## config.mk

```make
export PLATFORM = sky130hd
export DESIGN_NAME = pport_ctl
export DESIGN_NICKNAME = d
export VERILOG_FILES = /design/src/rtl/pport_ctl.sv
export SDC_FILE = /design/constraint.sdc
export NUM_CORES = 1
export LEC_CHECK = 0
export ABC_CLOCK_PERIOD_IN_PS = 2800
export CELL_PAD_IN_SITES_DETAIL_PLACEMENT = 1
export CELL_PAD_IN_SITES_GLOBAL_PLACEMENT = 1
export CORE_ASPECT_RATIO = 1.25
export CORE_MARGIN = 2
export CORE_UTILIZATION = 43
export CTS_CLUSTER_SIZE = 16
export DETAILED_ROUTE_END_ITERATION = 10
export PLACE_DENSITY = 0.76
export SETUP_SLACK_MARGIN = 0.4
export SLEW_MARGIN = 20
export SYNTH_ARGS = -nofsm -noshare
export SYNTH_HDL_FRONTEND = slang
export SYNTH_SLANG_ARGS = --single-unit
export TNS_END_PERCENT = 20
```

## constraint.sdc

```tcl
create_clock -name clk -period 2.8 [get_ports clk]
set_input_delay 0.56 -clock clk [delete_from_list [all_inputs] [get_ports clk]]
set_output_delay 0.56 -clock clk [all_outputs]
set_load 0.1 [all_outputs]
```

## src/rtl/pport_ctl.sv

```systemverilog
module pport_ctl (
  input  logic       clk,
  input  logic       rst_n,
  input  logic       cs,
  input  logic [4:0] addr,
  input  logic       wr,
  input  logic       rd,
  input  logic [7:0] wdata,
  output logic [7:0] rdata,
  input  logic [7:0] pa_in,
  output logic [7:0] pa_out,
  output logic [7:0] pa_oe,
  input  logic       pa_stb,
  input  logic [7:0] pb_in,
  output logic [7:0] pb_out,
  output logic [7:0] pb_oe,
  input  logic       pb_stb,
  output logic       irq
);
  localparam logic [4:0] OFF_GC  = 5'h00;
  localparam logic [4:0] OFF_SP  = 5'h02;
  localparam logic [4:0] OFF_DDA = 5'h04;
  localparam logic [4:0] OFF_DDB = 5'h06;
  localparam logic [4:0] OFF_CRA = 5'h0C;
  localparam logic [4:0] OFF_CRB = 5'h0E;
  localparam logic [4:0] OFF_DRA = 5'h10;
  localparam logic [4:0] OFF_DRB = 5'h12;
  localparam logic [4:0] OFF_ST  = 5'h1A;

  logic [7:0]  gcr, spr;
  logic [15:0] pins_all, ddr_all, cr_all, olat_all, dr_all;
  logic [1:0]  stb_all, st;

  wire wr_en = cs & wr;
  wire rd_en = cs & rd;

  assign pins_all = {pb_in, pa_in};
  assign stb_all  = {pb_stb, pa_stb};

  for (genvar p = 0; p < 2; p++) begin : g_port
    localparam logic [4:0] A_DD = (p == 0) ? OFF_DDA : OFF_DDB;
    localparam logic [4:0] A_CR = (p == 0) ? OFF_CRA : OFF_CRB;
    localparam logic [4:0] A_DR = (p == 0) ? OFF_DRA : OFF_DRB;

    logic [7:0] ddr, cr, olat, hold, q0, q1, s1, s2;
    logic [1:0] cnt;
    logic       hfull;
    logic [2:0] ssync;

    wire [1:0] sm   = cr[7:6];
    wire       w_dd = wr_en && addr == A_DD;
    wire       w_cr = wr_en && addr == A_CR;
    wire       w_dr = wr_en && addr == A_DR;
    wire       r_dr = rd_en && addr == A_DR;
    wire       rise = ssync[1] & ~ssync[2];
    wire       push = rise && sm == 2'b00 && cnt != 2'd2;
    wire       pop  = r_dr && sm == 2'b00 && cnt != 2'd0;

    always_ff @(posedge clk) begin
      if (!rst_n) begin
        ddr <= '0; cr <= '0; olat <= '0; hold <= '0;
        q0 <= '0; q1 <= '0; s1 <= '0; s2 <= '0;
        cnt <= '0; hfull <= 1'b0; ssync <= '0;
      end else begin
        s1    <= pins_all[p*8 +: 8];
        s2    <= s1;
        ssync <= {ssync[1:0], stb_all[p]};
        if (w_dd) ddr <= wdata;
        if (w_dr && sm != 2'b01) olat <= wdata;
        if (w_cr) begin
          cr    <= wdata;
          cnt   <= '0;
          hfull <= 1'b0;
        end else if (sm == 2'b00) begin
          if (push && pop) begin
            q0 <= s2;
          end else if (push) begin
            if (cnt == 2'd0) q0 <= s2;
            else             q1 <= s2;
            cnt <= cnt + 2'd1;
          end else if (pop) begin
            q0  <= q1;
            cnt <= cnt - 2'd1;
          end
        end else if (sm == 2'b01) begin
          if (rise && hfull) begin
            olat  <= hold;
            hfull <= 1'b0;
          end
          if (w_dr) begin
            hold  <= wdata;
            hfull <= 1'b1;
          end
        end
      end
    end

    wire [7:0] inb = (sm == 2'b00) ? ((cnt != 2'd0) ? q0 : 8'h00) : s2;

    assign st[p]               = (sm == 2'b00) ? (cnt != 2'd0) :
                                 (sm == 2'b01) ? ~hfull : 1'b0;
    assign dr_all[p*8 +: 8]    = (ddr & olat) | (~ddr & inb);
    assign ddr_all[p*8 +: 8]   = ddr;
    assign cr_all[p*8 +: 8]    = cr;
    assign olat_all[p*8 +: 8]  = olat;
  end

  always_ff @(posedge clk) begin
    if (!rst_n) begin
      gcr   <= '0;
      spr   <= '0;
      rdata <= '0;
    end else begin
      if (wr_en && addr == OFF_GC) gcr <= wdata;
      if (wr_en && addr == OFF_SP) spr <= wdata;
      if (rd_en) begin
        case (addr)
          OFF_GC:  rdata <= gcr;
          OFF_SP:  rdata <= spr;
          OFF_DDA: rdata <= ddr_all[7:0];
          OFF_DDB: rdata <= ddr_all[15:8];
          OFF_CRA: rdata <= cr_all[7:0];
          OFF_CRB: rdata <= cr_all[15:8];
          OFF_DRA: rdata <= dr_all[7:0];
          OFF_DRB: rdata <= dr_all[15:8];
          OFF_ST:  rdata <= {6'b0, st};
          default: rdata <= 8'h00;
        endcase
      end
    end
  end

  assign pa_out = olat_all[7:0];
  assign pb_out = olat_all[15:8];
  assign pa_oe  = ddr_all[7:0];
  assign pb_oe  = ddr_all[15:8];
  assign irq    = |(st & {cr_all[9], cr_all[1]});
endmodule

```

# After elaboration in Yosys (flattened, before gate mapping)

Index checks and enable logic that the tools add are counted.

Input bits: 36
Flip-flop bits (word level): 164

Multiplexer cells: 35
$add $sub $neg: 4
Equality and inequality tests: 16
Reduce and logical (&&, ||, !) cells: 50
Bitwise logic cells: 26

Operators by type and width:

| cell                | count |
|---|---|
| $mux 8              | 22 |
| $pmux 8 s9          | 1 |
| $and 8x8->8         | 4 |
| $logic_and 1x1->1   | 24 |
| $not 8->8           | 2 |
| $or 8x8->8          | 2 |
| $reduce_and 4->1    | 4 |
| $eq 5x5->1 const B  | 3 |
| $not 1->1           | 13 |
| $reduce_and 3->1    | 4 |
| $reduce_bool 2->1   | 6 |
| $eq 5x3->1 const B  | 2 |
| $eq 5x4->1 const B  | 2 |
| $reduce_and 5->1    | 2 |
| $logic_not 2->1     | 4 |
| $mux 1              | 8 |
| $mux 2              | 4 |
| $ne 3x1->1 const B  | 2 |
| $reduce_bool 3->1   | 2 |
| $reduce_or 2->1     | 3 |
| $eq 5x2->1 const B  | 1 |
| $logic_not 5->1     | 1 |
| $add 2x1->2 const B | 2 |
| $and 1x1->1         | 4 |
| other kinds (5)     | 9 |

# Depth between registers and ports, before layout

Word-level depth: 8
Gate-level depth with buffers: 10
Gate-level depth less buffers: 8

# Worst setup path before layout

OpenSTA, ideal clock, no wires.

Path type: input to register
Start: in addr[2]
End: reg g_port[1].q1[0]
Path buffers: 2
Data arrival time: 2.459 ns
Setup slack: 0.214 ns
Stages on the path: 9
Cells stage by stage: clkbuf_1 nor2_1 nand3_1 clkbuf_1 nor3_1 ha_1 nor4_4 mux2i_1 nor2_1

Word-level cells in the longest chain between the ends: 7
Elaborated cells between the ends (all ways): 10

Ends and longest elaborated chain:

| item                           | line | text |
|---|---|---|
| start: declaration             | 5    | `input logic [4:0] addr,` |
| $eq 5x5->1                     | 54   | `wire r_dr = rd_en && addr == A_DR;` |
| $logic_and 1x1->1              | 54   |  |
| $logic_and 1x1->1 (2 in a row) | 57   | `wire pop = r_dr && sm == 2'b00 && cnt != 2'd0;` |
| $logic_and 1x1->1              | 75   | `if (push && pop) begin` |
| $not 1->1 (no line)            | -    |  |
| $reduce_and 5->1 (no line) (*) | -    |  |
| end signal: assignment         | 62   | `q0 <= '0; q1 <= '0; s1 <= '0; s2 <= '0;` |
| end signal: assignment         | 79   | `else q1 <= s2;` |
| end: declaration               | 45   | `logic [7:0] ddr, cr, olat, hold, q0, q1, s1, s2;` |

Mark *: on every way between the ends. The rest lies on a longest branch, timed or not.
A chain may end at the register's enable or synchronous reset.

# Worst setup path after layout

Start: reg g_port[1].cnt[1]
End: out irq

Word-level cells in the longest chain between the ends: 4

Ends and longest elaborated chain:

| item                     | line | text |
|---|---|---|
| start: declaration       | 46   | `logic [1:0] cnt;` |
| start signal: assignment | 80   | `cnt <= cnt + 2'd1;` |
| start signal: assignment | 83   | `cnt <= cnt - 2'd1;` |
| $reduce_bool 2->1        | 100  | `assign st[p] = (sm == 2'b00) ? (cnt != 2'd0) :` |
| $mux 1                   | 100  |  |
| $and 2x2->2              | 137  | `assign irq = \|(st & {cr_all[9], cr_all[1]});` |
| $reduce_or 2->1          | 137  |  |
| end: declaration         | 18   | `output logic irq` |

No other way between the ends.

==> reports/metrics.csv <==
metric,value,unit
status,completed,
critPathMaxStageDelay,0.35,ns
dr.max_layer_used,met4,
initial_core_util,43.8,%
synth.net_count,806,
synth-edff-count,0,
rows,52,
multiInputGateArea,0.00351,mm²
vdd_drop_max,0.382,mV
vias,6153,
grt-ovfl-total,0,
drt-pass1-iter-count,5,
rsz0062_at_grt,yes,
min_period,2.37,ns
drt-total-wl,23.2,mm
maxCapViolations,0,
cp-end-kind,output pin,
dieArea,0.0175,mm²
ys_ff_latch,164,
finalHoldViolCount,0,
synth_seq_area_share,46.4,%
clk_latency,0.42,ns
fin_crit_sh,84.7,%
drive_gt1_share,16.0,%
rr_worst_depth,7,
r2r_end,g_port[0].q1[1]$_SDFFE_PN0P_,
coreArea,0.0161,mm²
globalplace.congestion,0.912,
worstHoldEndpoint,g_port[1].s2[5]$_SDFF_PN0_,
synthCells,768,
slowest_stage,dfxtp_1,
setup_tns,0,ns
crit_chain,"or2_4, nor2_1, a211oi_2, buf_4, a22o_1, buf_12",
drtIter0Drc,426,
wl_per_cell,21.6,µm
clk_pin_slew,0.06,ns
clock_tree.buffer_depth,2,
grt_pass1_wl,35.6,mm
arrival,1.81,ns
fin_area,0.00863,mm²
grt_max_degree,50,
ys_warn_count,0,
startpoint_type,flip-flop,
async_flop_share,0,%
ioPinCount,77,
root_buffer,clkbuf_16,
num-nets-final,883,
place_area,0.00805,mm²
ys_types,57,
drc,0,
clock_skew,0.0104,ns
die_w,119,µm
via_per_inst,5.75,
fill_cells,1859,
synth_area_per_cell,9.21,µm²
hp-class,flip-flop to flip-flop,
worstReg2RegStart,g_port[0].cnt[1]$_SDFFE_PP0P_,
io_buffers,76,
worstPathRequired,2.24,ns
setup-violations-final,0,
r2r_slack,0.62,ns
p_leak,3.71,nW
hpwlAfterDp,16.7,mm
min_from,g_port[1].s1[5]$_SDFF_PN0_,
clock.fmax,422,MHz
route.met3.wl,1.11,mm
cp_max_fo,5,
first_global_vias,6510,
syn-cell-area,0.00707,mm²
cts_max_level,4,
grt_usage,26.4,%
numCtsBuffers,17,
wl_met2,12.1,mm
p_per_area,569,mW/mm²
die_y,147,µm
clock_sinks,164,
n_antenna_cell,0,
slew_violations,0,
antenna_found_initial,0,
synthFlopType,dfxtp_1,
wl_met1,9.00,mm
max_slew.worst_pin.slew,0.617,ns
ff_latch_area,0.00328,mm²
min_path_cells,1,
relSlewSlack,58.8,%
crit_type,flip-flop to output pin,
drtAntennaViolNets,0,
hold_slack,0.435,ns
tritoncts,yes,
area_growth,22.0,%
==> routing by layer <==
metal  track usage (%)  up-vias
li1                  -     2842
met5                 0        -
met4              14.1        0
met3              5.44       67
met1              29.2     3064
met2              47.4      180
==> flip-flops by register name (all words and copies together), names as in the netlist <==
name and flops:
g_port.s2 16, g_port.cr 16, g_port.s1 16, rdata 8, g_port.ssync 6, gcr 8
pb_oe 8, g_port.q1 16, spr 8, g_port.hfull 2, pb_out 8, pa_out 8
g_port.hold 16, g_port.cnt 4, pa_oe 8, g_port.q0 16
==> critical path, delay by kind of cell, from the launching register on <==
kind | cells | cell delay, ns
buffers and inverters | 2 | 0.33
DFF | 1 | 0.35
and+or+nand+nor | 2 | 0.39
AOI/OAI and AO/OA | 2 | 0.32
==> worst max path at each step <==
stage | startpoint | to | slack [ns] | depth (start not counted)
floorplan | addr[3] | g_port[0].q1[7]$_SDFFE_PN0P_ | 0.41 | 10
global placement | addr[4] | g_port[1].q0[3]$_SDFFE_PN0P_ | -0.0007 | 8
detailed placement | addr[4] | g_port[1].hold[0]$_SDFFE_PN0P_ | -0.12 | 6
CTS | g_port[1].cnt[1]$_SDFFE_PP0P_ | irq | 0.34 | 5
global route | addr[2] | pb_out[5]$_SDFF_PN0_ | 0.31 | 6
finish | g_port[1].cnt[1]$_SDFFE_PP0P_ | irq | 0.43 | 6
==> cell usage in the layout, fill, tap and decap left out, types with 12 or more instances in the layout <==
cell type,instances
buf_4,73
nand3_1,20
clkdlybuf4s50_1,33
nand2_1,93
clkbuf_16,17
nor2_1,70
a21oi_1,57
dfxtp_1,163
inv_1,12
mux2i_1,90
and2_1,43
o21ai_0,31
a211oi_1,12
==> synthesized netlist by cell type, drive strengths merged (5+ instances only) <==
master | instances | area share, %
dfxtp | 164 | 46
inv | 13 | 0.69
a31oi | 9 | 0.80
a21oi | 57 | 4.0
nor3 | 10 | 1.1
nand3 | 21 | 1.5
nand2b | 5 | 0.44
mux4 | 5 | 1.6
and2 | 44 | 3.9
a221oi | 6 | 0.74
clkbuf | 35 | 1.9
mux2i | 90 | 13
buf | 20 | 1.8
nor2b | 11 | 0.97
o21ai | 31 | 2.2
a221o | 6 | 0.85
a211oi | 14 | 1.5
nor2 | 72 | 4.0
o211a | 8 | 1.1
nand2 | 93 | 4.9
a311oi | 8 | 0.99
==> cell type report <==
class	instances	area share, %
clock buffers	21	5.57
clock inverters	8	0.623
inverters	13	0.565
multi-input cells	536	40.6
flip-flops and latches	164	38.0
well taps	216	3.13
repair buffers	113	11.4
==> logic make-up (layout without fill, tap and decap cells) <==
group | Yosys count | after routing | share of synthesized area, %
simple gates | 279 | 279 | 19.6
flops | 164 | 164 | 46.4
compound gates | 157 | 157 | 14.6
mux | 96 | 96 | 14.5
buf+inv | 68 | 155 | 4.35
fa+ha+maj | 2 | 2 | 0.354
xor+xnor | 2 | 2 | 0.248
==> report_power, final <==
group	leakage [nW]	internal, mW	switching (mW)	total [mW]
registers	1.33	2.38	0.0335	2.41
clock network	0.255	1.21	0.923	2.13
logic	2.12	0.148	0.218	0.367
total	3.71	3.74	1.18	4.91
==> what timing repair did <==
item | CTS | global route
resized for setup | 2 | 7
setup buffers | 0 | 2
endpoints found under the setup margin | 29 | 42
pin swaps | 1 | 3
gates cloned | 0 | 0
hold buffers | 0 | 0
==> per-stage QoR <==
stage	std cells	power, mW	worst slack (ns)	utilization (%)
global route	1071	5.07	0.310	53.5
floorplan	768	2.66	0.409	-
global placement	1040	2.80	-0.000704	49.9
detailed placement	1040	2.81	-0.118	49.9
CTS	1069	4.93	0.337	53.3
finish	1071	4.91	0.429	53.5
Note: power is estimated with default switching activity, not from simulation.
